--- src/rtl/sram64k1_pkg.sv ---
// Shared types for the 64K x 1 SRAM controller.
// Assumes: nothing beyond IEEE 1800-2017 packages.
package sram64k1_pkg;

    // Access phase of the memory-facing sequencer.
    typedef enum logic [2:0] {
        PH_IDLE   = 3'd0,  // chip disabled, nothing pending
        PH_WPULSE = 3'd1,  // write-enable low, chip-enable low
        PH_WEND   = 3'd2,  // write-enable raised, chip-enable still low
        PH_READ   = 3'd3,  // chip-enable low for the access time
        PH_GAP    = 3'd4   // first standby cycle after an access
    } phase_t;

endpackage

--- src/rtl/sram64k1_req_capture.sv ---
// Request capture: registers the address, direction and write bit when a
// request is accepted and holds them until the next acceptance.
// Assumes: take is a single-cycle pulse that is only raised when the
// sequencer is free, so the held values never change mid-access.
module sram64k1_req_capture #(
    parameter int ADDR_W = 16
) (
    input  logic              clk,
    input  logic              rst_n,
    input  logic              take,
    input  logic              in_we,
    input  logic [ADDR_W-1:0] in_addr,
    input  logic              in_wdata,
    output logic              held_we,
    output logic [ADDR_W-1:0] held_addr,
    output logic              held_wdata
);

    // Latch the request fields on acceptance; the write bit only on writes.
    always_ff @(posedge clk) begin
        if (!rst_n) begin
            held_we    <= 1'b0;
            held_addr  <= '0;
            held_wdata <= 1'b0;
        end else if (take) begin
            held_we   <= in_we;
            held_addr <= in_addr;
            if (in_we) begin
                held_wdata <= in_wdata;
            end
        end
    end

endmodule

--- src/rtl/sram64k1_phase_fsm.sv ---
// Phase sequencer: produces the chip-enable and write-enable waveforms of
// one access, and the strobe marking the cycle whose closing edge samples
// read data.
// Assumes: start is only raised while free is 1; WP_LEN and T_AA are >= 1.
module sram64k1_phase_fsm
    import sram64k1_pkg::*;
#(
    parameter int WP_LEN = 1,
    parameter int T_AA   = 1
) (
    input  logic clk,
    input  logic rst_n,
    input  logic start,
    input  logic start_we,
    output logic ce_n,
    output logic we_n,
    output logic sample,
    output logic free
);

    localparam int LONGEST = (WP_LEN > T_AA) ? WP_LEN : T_AA;
    localparam int CNT_W   = $clog2(LONGEST + 1);
    localparam logic [CNT_W-1:0] WP_LOAD = CNT_W'(WP_LEN - 1);
    localparam logic [CNT_W-1:0] AA_LOAD = CNT_W'(T_AA - 1);

    phase_t           phase;
    logic [CNT_W-1:0] cnt;

    // Advance the phase and its cycle counter.
    always_ff @(posedge clk) begin
        if (!rst_n) begin
            phase <= PH_IDLE;
            cnt   <= '0;
        end else begin
            case (phase)
                PH_IDLE, PH_GAP: begin
                    if (start) begin
                        phase <= start_we ? PH_WPULSE : PH_READ;
                        cnt   <= start_we ? WP_LOAD : AA_LOAD;
                    end else begin
                        phase <= PH_IDLE;
                    end
                end
                PH_WPULSE: begin
                    if (cnt == '0) begin
                        phase <= PH_WEND;
                    end else begin
                        cnt <= cnt - 1'b1;
                    end
                end
                PH_WEND: begin
                    phase <= PH_GAP;
                end
                PH_READ: begin
                    if (cnt == '0) begin
                        phase <= PH_GAP;
                    end else begin
                        cnt <= cnt - 1'b1;
                    end
                end
                default: begin
                    phase <= PH_IDLE;
                end
            endcase
        end
    end

    // Decode the memory strobes and status flags from the phase.
    always_comb begin
        ce_n   = !((phase == PH_WPULSE) || (phase == PH_WEND) || (phase == PH_READ));
        we_n   = (phase != PH_WPULSE);
        sample = (phase == PH_READ) && (cnt == '0);
        free   = (phase == PH_IDLE) || (phase == PH_GAP);
    end

endmodule

--- src/rtl/sram64k1_pace_gate.sv ---
// Pacing gate: enforces the minimum start-to-start spacing and the
// recovery window that follows a data-retention hold.
// Assumes: T_RC >= 1; start is a single-cycle pulse.
module sram64k1_pace_gate #(
    parameter int T_RC = 1
) (
    input  logic clk,
    input  logic rst_n,
    input  logic start,
    input  logic hold,
    output logic ready
);

    localparam int PW = $clog2(T_RC + 1);
    localparam logic [PW-1:0] SP_LOAD  = PW'(T_RC - 1);
    localparam logic [PW-1:0] REC_LOAD = PW'(T_RC);

    logic [PW-1:0] spacing;
    logic [PW-1:0] recover;

    // Count down the spacing left since the last accepted start.
    always_ff @(posedge clk) begin
        if (!rst_n) begin
            spacing <= '0;
        end else if (start) begin
            spacing <= SP_LOAD;
        end else if (spacing != '0) begin
            spacing <= spacing - 1'b1;
        end
    end

    // Reload recovery during the hold, then count the window after it.
    always_ff @(posedge clk) begin
        if (!rst_n) begin
            recover <= '0;
        end else if (hold) begin
            recover <= REC_LOAD;
        end else if (recover != '0) begin
            recover <= recover - 1'b1;
        end
    end

    // Both windows must have run out.
    always_comb begin
        ready = (spacing == '0) && (recover == '0);
    end

endmodule

--- src/rtl/sram64k1_rd_capture.sv ---
// Read capture: takes the memory output bit at the sampling edge and
// raises a one-cycle valid strobe beside it.
// Assumes: sample is high for only one cycle per read.
module sram64k1_rd_capture (
    input  logic clk,
    input  logic rst_n,
    input  logic sample,
    input  logic q_in,
    output logic rd_valid,
    output logic rd_data
);

    // Register the sampled bit and its strobe.
    always_ff @(posedge clk) begin
        if (!rst_n) begin
            rd_valid <= 1'b0;
            rd_data  <= 1'b0;
        end else begin
            rd_valid <= sample;
            if (sample) begin
                rd_data <= q_in;
            end
        end
    end

endmodule

--- src/rtl/sram64k1_ctrl.sv ---
// Top of the 64K x 1 asynchronous SRAM controller. It accepts single-cycle
// host requests, runs one memory access at a time, and paces accesses to
// the cycle-count timing parameters.
// Assumes: the host samples busy before raising req; mem_q is only
// meaningful while the memory is read-enabled.
module sram64k1_ctrl #(
    parameter int ADDR_W = 16,
    parameter int T_WP   = 1,
    parameter int T_DS   = 1,
    parameter int T_AA   = 1,
    parameter int T_RC   = 1
) (
    input  logic              clk,
    input  logic              rst_n,
    input  logic              req,
    input  logic              req_we,
    input  logic [ADDR_W-1:0] req_addr,
    input  logic              req_wdata,
    input  logic              ret_hold,
    output logic              busy,
    output logic              rd_valid,
    output logic              rd_data,
    output logic [ADDR_W-1:0] mem_addr,
    output logic              mem_ce_n,
    output logic              mem_we_n,
    output logic              mem_d,
    input  logic              mem_q
);

    localparam int WP_LEN = (T_WP > T_DS) ? T_WP : T_DS;

    logic accept;
    logic seq_free;
    logic pace_ready;
    logic do_sample;
    logic held_we;

    // Acceptance and the busy flag shown to the host.
    always_comb begin
        busy   = !(seq_free && pace_ready);
        accept = req && !busy && !ret_hold;
    end

    sram64k1_req_capture #(
        .ADDR_W (ADDR_W)
    ) cap_i (
        .clk        (clk),
        .rst_n      (rst_n),
        .take       (accept),
        .in_we      (req_we),
        .in_addr    (req_addr),
        .in_wdata   (req_wdata),
        .held_we    (held_we),
        .held_addr  (mem_addr),
        .held_wdata (mem_d)
    );

    sram64k1_phase_fsm #(
        .WP_LEN (WP_LEN),
        .T_AA   (T_AA)
    ) seq_i (
        .clk      (clk),
        .rst_n    (rst_n),
        .start    (accept),
        .start_we (req_we),
        .ce_n     (mem_ce_n),
        .we_n     (mem_we_n),
        .sample   (do_sample),
        .free     (seq_free)
    );

    sram64k1_pace_gate #(
        .T_RC (T_RC)
    ) pace_i (
        .clk   (clk),
        .rst_n (rst_n),
        .start (accept),
        .hold  (ret_hold),
        .ready (pace_ready)
    );

    sram64k1_rd_capture rdc_i (
        .clk      (clk),
        .rst_n    (rst_n),
        .sample   (do_sample && !held_we),
        .q_in     (mem_q),
        .rd_valid (rd_valid),
        .rd_data  (rd_data)
    );

endmodule

--- config.mk ---
export PLATFORM = sky130hd
export DESIGN_NAME = sram64k1_ctrl
export DESIGN_NICKNAME = d
export VERILOG_FILES = /design/src/rtl/sram64k1_pkg.sv /design/src/rtl/sram64k1_req_capture.sv /design/src/rtl/sram64k1_phase_fsm.sv /design/src/rtl/sram64k1_pace_gate.sv /design/src/rtl/sram64k1_rd_capture.sv /design/src/rtl/sram64k1_ctrl.sv
export SDC_FILE = /design/constraint.sdc
export NUM_CORES = 1
export LEC_CHECK = 0
export ABC_CLOCK_PERIOD_IN_PS = 3800
export BUFFER_PORTS_ARGS = -buffer_cell sky130_fd_sc_hd__buf_4
export CORE_MARGIN = 10
export CORE_UTILIZATION = 45
export CTS_BUF_LIST = sky130_fd_sc_hd__clkbuf_2 sky130_fd_sc_hd__clkbuf_4 sky130_fd_sc_hd__clkbuf_8
export DETAILED_ROUTE_END_ITERATION = 7
export PLACE_DENSITY_LB_ADDON = 0.15
export SETUP_SLACK_MARGIN = 0.5
export SLEW_MARGIN = 20
export SYNTH_ARGS = -nofsm -noshare
export SYNTH_HDL_FRONTEND = slang
export SYNTH_SLANG_ARGS = --single-unit
--- constraint.sdc ---
create_clock -name clk -period 3.8 [get_ports clk]
set_input_delay 0.19 -clock clk [delete_from_list [all_inputs] [get_ports clk]]
set_output_delay 0.19 -clock clk [all_outputs]
set_load 0.1 [all_outputs]
==> metrics.txt, run 1 <==
CP peak stage delay=580 ps; main combinational cell family by area after synthesis=simple AND/OR/NAND/NOR gates; Worst setup SP type=flop; Async S/R FF share, synth=0%; status=complete, no violations; Seq/Total Area, Yosys=50.38%; post-CTS setup buffers=0; hold_ws=89.74 ps; CTS Sinks=25; launching point of the worst reg2reg path=pace_i.spacing; GRT Util Overall=roughly a tenth; vias in the first global route=858; Hold Buf Count CTS=0; Worst IR Drop VDD=0.2098 mV; PortBufs=44; clock transition at the registers of the reported paths=about 120 ps; Yosys top cell by area=dfxtp_1; DIE AREA=4487 um2; min cycle time layout=roughly 1700 ps; critical path fanouts, max=4; die width=around 67 um; max cap viols=0; fillers=185; hold path start=ret_hold; simple-gate share of the synthesized area=approximately a quarter; worst skew pair latency=roughly 300 ps; H-tree Lvls=1; Slew Limit Fails=0; Leak=0.5969 nW; DP Area=1308 um2; unrepaired setup endpoints after global routing=false; Core Area=about 2000 um2; PwrDens=roughly 370 nW/um2; Global Route met3 Usage=5.518%; largest net degree at the start of global routing=43; fin crit share=43.78%; DP Cell Count=167; synth top area cells=dfxtp_1 (50%), mux2i_1 (18%), nand2_1 (14%); non-filler instance count after layout=171; Syn. warnings=0; drt wl/cell=between 10 and 15 um; Worst Hold End=pace_i.recover; Avg Vias per Cell=around 4.6; Mapped Area=993.5 um2; most common flop cell mapped by yosys=dfxtp_1; CTS root buf=clkbuf_4; global-route wire length before repair=3712 um; GRT Residual Overflow=0; # rows=16; Residual DRC=0; initial antenna violation count=0; area grow syn2layout=34.63%; CTS Buffer Depth=2; post-layout util=66.15%; cell family with most CP delay=simple AND/OR/NAND/NOR gates; via count=779; diode count=0; worst reg-to-reg setup slack=2240 ps; Inserted Clock Buffers=3; CTS tree=built; Synth top area share=50.38%; Critical Path End Type=output pin; layout cells sized above 1=between 30% and 40%; met2 Use GR=15.28%; Hold Vio Cnt, Final=0; Worst EP required=3610 ps; mux contribution to synthesized area=around 18%; DRT iter0 DRCs=22; wirelength, routed=2163 um; placer's final routability congestion estimate=0.7405; post-synthesis cell count=slightly above 100; FMAX=0.6010 GHz; Synth Area in Adders=0%; CP arrival=1470 ps; Most Crowded Layer GR=met2; compound-cell area share of the yosys netlist=2.393%; XOR/XNOR Fraction of Synth Area=0%; Clock Skews=roughly 2.6 ps; post-synthesis register bit count=25; Hold Path Stages=2; reg2reg path depth=3; reg2reg end=cap_i.held_addr[2]; worst setup path class=reg2out; Layout Nets=168; first-pass detailed-route iteration total=3; Worst path slowest cell=or4_4; post-cts resize count=0; post-route cell area=~1300 um2; Die Y=66.99 um; grt met1 use=11.72%; syn_nets=around 130; Routed Antenna Nets=0; Netlist cell types=20; class of the tightest hold or removal check=in2reg; Top Ports=45; Starting Density=49.13%; Detail Placement HPWL=1650 um; setup violators final=0; Mean Syn Cell Area=around 9.6 um2; number of synthesized flops with an enable pin=0; setup TNS=0 ps; crit path cell chain=or4_4, buf_4; Crit path buffers/inverters=1
[per-stage QoR]
step / setup slack (ps) / power, mW
floorplan: 1870 / 0.3577
global placement: 2297 / 0.3847
detailed placement: 2250 / 0.3862
CTS: 2123 / 0.5048
global route: 2082 / 0.5221
finish: 2136 / 0.4993
[sequential cells by signal, summed over array words and instances, names as in the netlist]
signal and flops:
cap_i.held_wdata 1, seq_i.phase 3, pace_i.recover 1, cap_i.held_we 1, rdc_i.rd_data 1, cap_i.held_addr 16
rdc_i.rd_valid 1, pace_i.spacing 1
[cell usage in the layout (no fill, tap or decap)]
cell type / Yosys / final
buf_4: 0 / 44
nand2_1: 36 / 36
dfxtp_1: 25 / 25
mux2i_1: 18 / 18
and2_1: 4 / 4
clkbuf_4: 0 / 4
or4_4: 1 / 1
o21bai_1: 1 / 1
nand2b_1: 1 / 1
nor2_8: 1 / 1
inv_1: 1 / 1
nor3_1: 1 / 1
o2bb2ai_1: 1 / 1
nor4bb_1: 1 / 1
nor2_1: 1 / 1
or3b_2: 1 / 1
o31ai_1: 1 / 1
nor2b_1: 1 / 1
conb_1: 1 / 1
[area by class of cell]
type,count,area (um2),area share [%]
inverter,1,3.754,0.2806
timing repair buffer,44,330.3,24.70
sequential,25,500.5,37.42
clock buffer,4,30.03,2.245
tap,27,33.78,2.526
multi-input combinational,70,439.2,32.83
[cell usage after synthesis (4+ instances only)]
| cell | n |
|---|---|
| nand2_1 | 36 |
| mux2i_1 | 18 |
| dfxtp_1 | 25 |
| and2_1 | 4 |
| clkbuf_1 | 5 |
[where the power goes]
part,total [mW],internal [mW],switching [mW]
Sequential,0.273,0.270,0.00388
Combinational,0.106,0.0330,0.0730
Clock,0.120,0.0480,0.0718
Total,0.499,0.351,0.149
[worst max path at each step]
stage                              start                 end  slack, ps  cells after the start
final                     pace_i.spacing                busy       2140                      2
after global routing      seq_i.phase[1]                busy       2080                      2
after CTS                 pace_i.spacing                busy       2120                      2
after detailed placement  pace_i.spacing  cap_i.held_addr[4]       2250                      3
after global placement    pace_i.spacing  cap_i.held_addr[4]       2300                      3
after floorplan           seq_i.phase[1]            mem_ce_n       1870                      1
[cells by family (layout without fill, tap and decap cells)]
group / Yosys count / count (layout)
AOI/OAI and AO/OA: 3 / 3
DFF: 25 / 25
other: 1 / 1
and+or+nand+nor: 48 / 48
buffers and inverters: 8 / 49
muxes: 18 / 18
[routing by layer]
| layer | vias up | wire length, um | part of all wire, % |
|---|---|---|---|
| li1 | 415 | - | - |
| met1 | 334 | 952 | 44 |
| met2 | 28 | 903 | 42 |
| met3 | 2 | 291 | 13 |
| met4 | 0 | 17 | 0.79 |
| met5 | - | 0 | 0 |
No activity file was read; power rests on OpenSTA's default activity.
==> inputs of run 2 (changes only) <==
--- a/config.mk
+++ b/config.mk
@@ -5,10 +5,11 @@
 export SDC_FILE = /design/constraint.sdc
 export NUM_CORES = 1
 export LEC_CHECK = 0
-export ABC_CLOCK_PERIOD_IN_PS = 3800
+export ABC_AREA = 1
+export ABC_CLOCK_PERIOD_IN_PS = 1500
 export BUFFER_PORTS_ARGS = -buffer_cell sky130_fd_sc_hd__buf_4
 export CORE_MARGIN = 10
-export CORE_UTILIZATION = 45
+export CORE_UTILIZATION = 42
 export CTS_BUF_LIST = sky130_fd_sc_hd__clkbuf_2 sky130_fd_sc_hd__clkbuf_4 sky130_fd_sc_hd__clkbuf_8
 export DETAILED_ROUTE_END_ITERATION = 7
 export PLACE_DENSITY_LB_ADDON = 0.15
==> constraint.sdc (replaced) <==
create_clock -name clk -period 1.5 [get_ports clk]
set_input_delay 0.075 -clock clk [delete_from_list [all_inputs] [get_ports clk]]
set_output_delay 0.075 -clock clk [all_outputs]
set_load 0.1 [all_outputs]
==> metrics.txt, run 2 <==
PwrDens=approximately 820 nW/um2; CTS Sinks=25; GRT Util Overall=~13%; Worst path slowest cell=dfxtp_2; first-pass detailed-route iteration total=4; class of the tightest hold or removal check=in2reg; min cycle time layout=roughly 1200 ps; Async S/R FF share, synth=0%; Layout Nets=207; CP peak stage delay=380 ps; Worst EP required=1420 ps; sequential cell area=between 500 and 600 um2; Synth top area share=53.19%; Logic pwr share=30.8%; Starting Density=43.37%; Core Area=2170 um2; Top Ports=45; DIE AREA=4533 um2; commonest cells in the synthesized netlist=nor2_1 (40), dfxtp_1 (25), o21ai_1 (13), inv_1 (8); # rows=17; diode count=0; drt wl/cell=about 14 um; most frequent cells in the layout=nor2_1 (38), buf_4 (25), dfxtp_2 (20); post-synthesis cell count=about 120; largest net degree at the start of global routing=22; CTS root buf=clkbuf_4; post-synthesis register bit count=25; commonest non-fill, non-tap cell in the layout=nor2_1; fin crit share=80.03%; crit path cell chain=nor2_4, nand2_8, buf_12; Inserted Clock Buffers=3; area grow syn2layout=89.63%; internal power=0.9660 mW; clock transition at the registers of the reported paths=130 ps; Crit path buffers/inverters=1; synth top area cells=dfxtp_1 (53%), nor2_1 (16%), o21ai_1 (6.9%); Slew Limit Fails=0; setup TNS=0 ps; area of the multi-input gates=421.7 um2; Critical Path End Type=output pin; CTS tree=built; cell family with most CP delay=flip-flops; PortBufs=44; Worst setup SP type=flop; initial antenna violation count=0; critical path fanouts, max=4; Yosys top cell by area=dfxtp_1; Leak=0.8084 nW; number of synthesized flops with an enable pin=0; DRT iter0 DRCs=16; Top Registers=cap_i.held_addr: 16 flops, seq_i.phase: 3 flops; CP arrival=approximately 1100 ps; worst setup path class=reg2out; worst skew pair latency=around 310 ps; Detail Placement HPWL=1798 um; Most flops, register=cap_i.held_addr; GRT Residual Overflow=0; wirelength, routed=approximately 3000 um; Die Y=roughly 67 um; Worst IR Drop VDD=0.6118 mV; setup violators final=0; Net Sw Power=0.4946 mW; Hold Vio Cnt, Final=0; worst reg-to-reg setup slack=between 300 and 400 ps; die width=67.33 um; Clk pwr share=approximately 20%; Mapped Area=around 940 um2; global-route wire length before repair=4878 um; max cap viols=0; Residual DRC=0; via count=roughly 1,000; Routed Antenna Nets=0; Clock Skews=3.768 ps; most common flop cell mapped by yosys=dfxtp_1; count leader, synth=nor2_1; switching share of power=33.86%; Syn. warnings=0; Post-Place Setup Slack=268.6 ps; Netlist cell types=19; vias in the first global route=1,064; Mean Syn Cell Area=8.111 um2; max FFs per register=16; status=complete, no violations; Seq/Total Area, Yosys=a little over half; CTS Buffer Depth=2; layout cells sized above 1=between 40% and 50%; FMAX=about 0.83 GHz; unrepaired setup endpoints after global routing=true; setup ws final=between 200 and 300 ps; Avg Vias per Cell=4.763; sequential share of power=49.2%; placer's final routability congestion estimate=0.6612; syn_nets=139; H-tree Lvls=1; fillers=129
==> run 2: cell types whose count changed in the layout (fill, tap and decap cells not counted), moves of 10 or more <==
| cell | delta |
|---|---|
| buf_12 | +10 |
| buf_4 | -19 |
| buf_6 | +10 |
| dfxtp_1 | -21 |
| dfxtp_2 | +20 |
| dlygate4sd3_1 | +18 |
| mux2i_1 | -18 |
| nand2_1 | -31 |
| nor2_1 | +37 |
| o21ai_1 | +13 |
==> run 2: power groups by stage <==
stage / logic, mW / clock network (mW) / registers (mW)
CTS: 0.429 / 0.306 / 0.714
global placement: 0.348 / 0 / 0.725
finish: 0.450 / 0.293 / 0.718
floorplan: 0.0995 / 0 / 0.881
detailed placement: 0.352 / 0 / 0.726
global route: 0.469 / 0.339 / 0.722
==> run 2: layout make-up <==
class	count	area share (%)
inverter	8	1.683
timing repair buffer	67	41.51
clock buffer	3	1.262
multi-input combinational	79	23.63
sequential	25	29.66
tap	28	1.964
clock inverter	1	0.2805
==> run 2: layer usage <==
layer  up-vias  wire, um  global-route usage (%)
li1        500         -                       -
met1       468      1155                   14.57
met2        33      1558                   23.34
met3         4       261                   4.959
met4         0        39                   5.128
met5         -         0                       0
==> run 2: worst paths after layout <==
check / startpoint / to / depth (start not counted)
max: seq_i.phase[0] / busy / 3
min: req_we / cap_i.held_we / 3
max reg2reg: seq_i.phase[0] / cap_i.held_addr[6] / 5
min reg2reg: cap_i.held_we / cap_i.held_we / 2
==> run 2: metrics by stage <==
| step | hold WS, ps | power, mW | std cells | util [%] | area, um2 |
|---|---|---|---|---|---|
| floorplan | 168.5 | 0.9802 | 116 | - | 984.7 |
| global placement | 265.6 | 1.073 | 185 | 61.25 | 1329 |
| detailed placement | 270.7 | 1.077 | 185 | 61.25 | 1329 |
| CTS | 27.21 | 1.449 | 211 | 78.32 | 1699 |
| global route | 1.822 | 1.529 | 211 | 82.24 | 1784 |
| finish | 35.08 | 1.461 | 211 | 82.24 | 1784 |
==> run 2: kinds of logic (layout without fill, tap and decap cells) <==
| logic type | after synthesis | in the layout | synth area share, % |
|---|---|---|---|
| AOI/OAI and AO/OA | 22 | 22 | 12.50 |
| buffers and inverters | 13 | 79 | 7.046 |
| DFF | 25 | 25 | 53.19 |
| other | 1 | 1 | 0.3986 |
| and+or+nand+nor | 55 | 56 | 26.86 |
==> run 2: what timing repair did <==
item | CTS | global route
hold endpoints to repair | 18 | 0
buffers inserted | 2 | 0
endpoints found under the setup margin | 42 | 35
hold buffers | 18 | 0
gates cloned | 2 | 0
pin swaps | 4 | 1
gates resized for setup | 34 | 23
==> run 2: tightest hold or removal path: stages <==
cell and delay (ps):
buf_4 130, nand2_2 70, a21oi_2 40
==> inputs of run 3 (changes only) <==
--- a/config.mk
+++ b/config.mk
@@ -6,10 +6,10 @@
 export NUM_CORES = 1
 export LEC_CHECK = 0
 export ABC_AREA = 1
-export ABC_CLOCK_PERIOD_IN_PS = 1500
+export ABC_CLOCK_PERIOD_IN_PS = 1250
 export BUFFER_PORTS_ARGS = -buffer_cell sky130_fd_sc_hd__buf_4
 export CORE_MARGIN = 10
-export CORE_UTILIZATION = 42
+export CORE_UTILIZATION = 45
 export CTS_BUF_LIST = sky130_fd_sc_hd__clkbuf_2 sky130_fd_sc_hd__clkbuf_4 sky130_fd_sc_hd__clkbuf_8
 export DETAILED_ROUTE_END_ITERATION = 7
 export PLACE_DENSITY_LB_ADDON = 0.15
==> constraint.sdc (replaced) <==
create_clock -name clk -period 1.25 [get_ports clk]
set_input_delay 0.0625 -clock clk [delete_from_list [all_inputs] [get_ports clk]]
set_output_delay 0.0625 -clock clk [all_outputs]
set_load 0.1 [all_outputs]
==> metrics.txt, run 3 <==
# rows=16; error msg=[ERROR DPL-0033] detailed placement checks failed during check placement.; Starting Density=a little under half; status=did not finish; Mean Syn Cell Area=between 8 and 9 um2; main combinational cell family by area after synthesis=simple AND/OR/NAND/NOR gates; number of synthesized flops with an enable pin=0; Seq/Total Area, Yosys=53.19%; Failed at=global routing (5_1_grt); compound-cell area share of the yosys netlist=12.50%; count leader, synth=nor2_1; PortBufs=44; die width=65.73 um; Yosys top cell by area=dfxtp_1; XOR/XNOR Fraction of Synth Area=0%; H-tree Lvls=1; grt repair worst endpoint=cap_i.held_addr[4]$_SDFFE_PN0N_/D; Netlist cell types=19; CTS Sinks=25; Async S/R FF share, synth=0%; Syn. warnings=0; Die Y=65.73 um; Synth Area in Adders=0%; most common flop cell mapped by yosys=dfxtp_1; simple-gate share of the synthesized area=26.86%; Inserted Clock Buffers=3; CTS root buf=clkbuf_4; Top Ports=between 40 and 50; post-synthesis cell count=~120; mux contribution to synthesized area=0%; Detail Placement HPWL=1774 um; synth top area cells=dfxtp_1 (53%), nor2_1 (16%), o21ai_1 (6.9%); Mapped Area=940.9 um2; commonest cells in the synthesized netlist=nor2_1 (40), dfxtp_1 (25), o21ai_1 (13), inv_1 (8); Synth top area share=a little over half; syn_nets=139; largest net degree at the start of global routing=22; worst endpoint type=register data pin; initial antenna violation count=0; placer's final routability congestion estimate=0.6789; CTS Buffer Depth=2; post-synthesis register bit count=25
-- run 3: cell counts after synthesis --
Identical to the previous run, type by type.
-- run 3: logic make-up after synthesis --
group                  Yosys count
flip-flops                      25
AND/OR/NAND/NOR                 55
other                            1
AO/OA/AOI/OAI                   22
buffers and inverters           13
-- run 3: timing repair --
| action | in CTS |
|---|---|
| hold endpoints to repair | 18 |
| cloned | 2 |
| resized for setup | 70 |
| setup endpoints to repair | 44 |
| hold buffers | 18 |
| pin swaps | 3 |
| buffers inserted | 3 |
-- run 3: stage by stage --
step / hold WS (ps) / instances / setup WS [ps] / area (um2) / util [%]
3_3_place_gp: 254.3 / 184 / 102.2 / 1333 / 67.23
3_5_place_dp: 254.4 / 184 / 57.27 / 1333 / 67.23
2_1_floorplan: 156.0 / 116 / 15.89 / 996.0 / -
4_1_cts: 1.190 / 211 / 57.58 / 1867 / 94.19
==> inputs of run 4 (changes only) <==
--- a/config.mk
+++ b/config.mk
@@ -8,12 +8,10 @@
 export ABC_AREA = 1
 export ABC_CLOCK_PERIOD_IN_PS = 1250
 export BUFFER_PORTS_ARGS = -buffer_cell sky130_fd_sc_hd__buf_4
-export CORE_MARGIN = 10
-export CORE_UTILIZATION = 45
-export CTS_BUF_LIST = sky130_fd_sc_hd__clkbuf_2 sky130_fd_sc_hd__clkbuf_4 sky130_fd_sc_hd__clkbuf_8
+export CORE_AREA = 10 10 71 73
 export DETAILED_ROUTE_END_ITERATION = 7
+export DIE_AREA = 0 0 81 83
 export PLACE_DENSITY_LB_ADDON = 0.15
-export SETUP_SLACK_MARGIN = 0.5
 export SLEW_MARGIN = 20
 export SYNTH_ARGS = -nofsm -noshare
 export SYNTH_HDL_FRONTEND = slang
==> metrics.txt, run 4 (synthesis results as in run 2) <==
commonest non-fill, non-tap cell in the layout=buf_4; min cycle time layout=around 1200 ps; H-tree Lvls=1; vias in the first global route=slightly above 900; GRT Residual Overflow=0; largest net degree at the start of global routing=22; max FFs per register=16; wirelength, routed=2768 um; Core Area=roughly 3600 um2; cell family with most CP delay=simple AND/OR/NAND/NOR gates; first-pass detailed-route iteration total=4; Most flops, register=cap_i.held_addr; Top Registers=cap_i.held_addr: 16 flops, seq_i.phase: 3 flops; Starting Density=25.90%; Net Sw Power=0.5777 mW; Worst IR Drop VDD=0.5465 mV; Slew Limit Fails=0; setup ws final=47.58 ps; internal power=approximately 1.2 mW; Logic pwr share=25.8%; unrepaired setup endpoints after global routing=true; most frequent cells in the layout=buf_4 (47), nor2_1 (39), dfxtp_1 (19); CTS tree=built; Die Y=83 um; Inserted Clock Buffers=3; hold_ws=2.001 ps; PortBufs=44; setup violators final=0; worst skew pair latency=260 ps; post-route cell area=1498 um2; placer's final routability congestion estimate=0.6795; fin crit share=96.19%; Critical Path End Type=flop; drt wl/cell=12.64 um; Hold Vio Cnt, Final=0; Clk pwr share=between 20% and 30%; Routed Antenna Nets=0; crit path cell chain=nor2_4, nand2_8, nor2_4, clkbuf_4, o21ai_1, nor2_1; Avg Vias per Cell=around 4.2; CTS Buffer Depth=2; status=complete, no violations; GRT Util Overall=7.709%; critical path fanouts, max=6; global-route wire length before repair=4140 um; # rows=22; CP most frequent cell=nor2_4; switching share of power=around a third; via count=between 900 and 1,000; Worst path slowest cell=dfxtp_2; Clock Skews=2.297 ps; Crit path buffers/inverters=1; die width=81 um; DRT iter0 DRCs=18; CTS Sinks=25; area grow syn2layout=59.18%; Layout Nets=195; Worst EP required=1460 ps; sequential share of power=48.0%; Residual DRC=0; DP Area=1345 um2; class of the tightest hold or removal check=in2reg; setup TNS=0 ps; diode count=0; CP peak stage delay=360 ps; clock transition at the registers of the reported paths=80 ps; DIE AREA=6723 um2; max cap viols=0; CTS root buf=clkbuf_8; FMAX=0.8317 GHz; CP arrival=1410 ps; worst setup path class=reg2reg; Post-Place Setup Slack=91.44 ps; initial antenna violation count=0; Leak=0.7022 nW; Top Ports=45; layout cells sized above 1=45.61%; PwrDens=1181 nW/um2; Worst setup SP type=flop; Detail Placement HPWL=1939 um
==> run 4: layout make-up <==
cell class | instances | area, um2
fillers | 391 | 2136
flip-flops and latches | 25 | 508.0
multi-input cells | 81 | 436.7
repair buffers | 53 | 415.4
well taps | 48 | 60.06
clock buffers | 4 | 45.04
inverters | 8 | 32.53
==> run 4: metal layers <==
metal	vias to the layer above	global-route usage [%]	part of all wire, %
met1	411	7.276	41
met2	29	13.18	48
met5	-	0	0
li1	483	-	-
met4	0	2.817	0.79
met3	2	4.634	10
==> run 4: path summary, 6_finish.rpt <==
path | to | cells after the start | from | slack (ps)
min | cap_i.held_addr[6] | 3 | req_addr[6] | 2
max reg2reg | cap_i.held_addr[4] | 6 | seq_i.phase[1] | 50
min reg2reg | cap_i.held_we | 2 | cap_i.held_we | 470
max | cap_i.held_addr[4] | 6 | seq_i.phase[1] | 50
==> run 4: per-stage QoR <==
stage / cells / total power [mW] / utilization, %
after detailed placement: 206 / 1.291 / 37.02
after CTS: 211 / 1.766 / 38.53
after global routing: 219 / 1.859 / 41.22
final: 219 / 1.768 / 41.22
after global placement: 206 / 1.290 / 37.02
after floorplan: 116 / 1.171 / -
==> run 4: what timing repair did <==
action	in CTS	in global routing
endpoints found under the hold margin	1	0
gates resized for setup	0	10
hold buffers	1	0
setup endpoints to repair	0	19
buffers inserted	0	4
==> run 4: tightest hold or removal path, delay by kind of cell <==
| kind | cells | cell delay, ps |
|---|---|---|
| buffers and inverters | 1 | 70 |
| and+or+nand+nor | 2 | 90 |
==> run 4: power groups by stage <==
stage	registers [mW]	clock network, mW	logic [mW]
6_report	0.849	0.462	0.457
2_1_floorplan	1.05	0	0.119
4_1_cts	0.850	0.490	0.427
3_5_place_dp	0.868	0	0.424
3_3_place_gp	0.867	0	0.423
5_1_grt	0.854	0.522	0.483
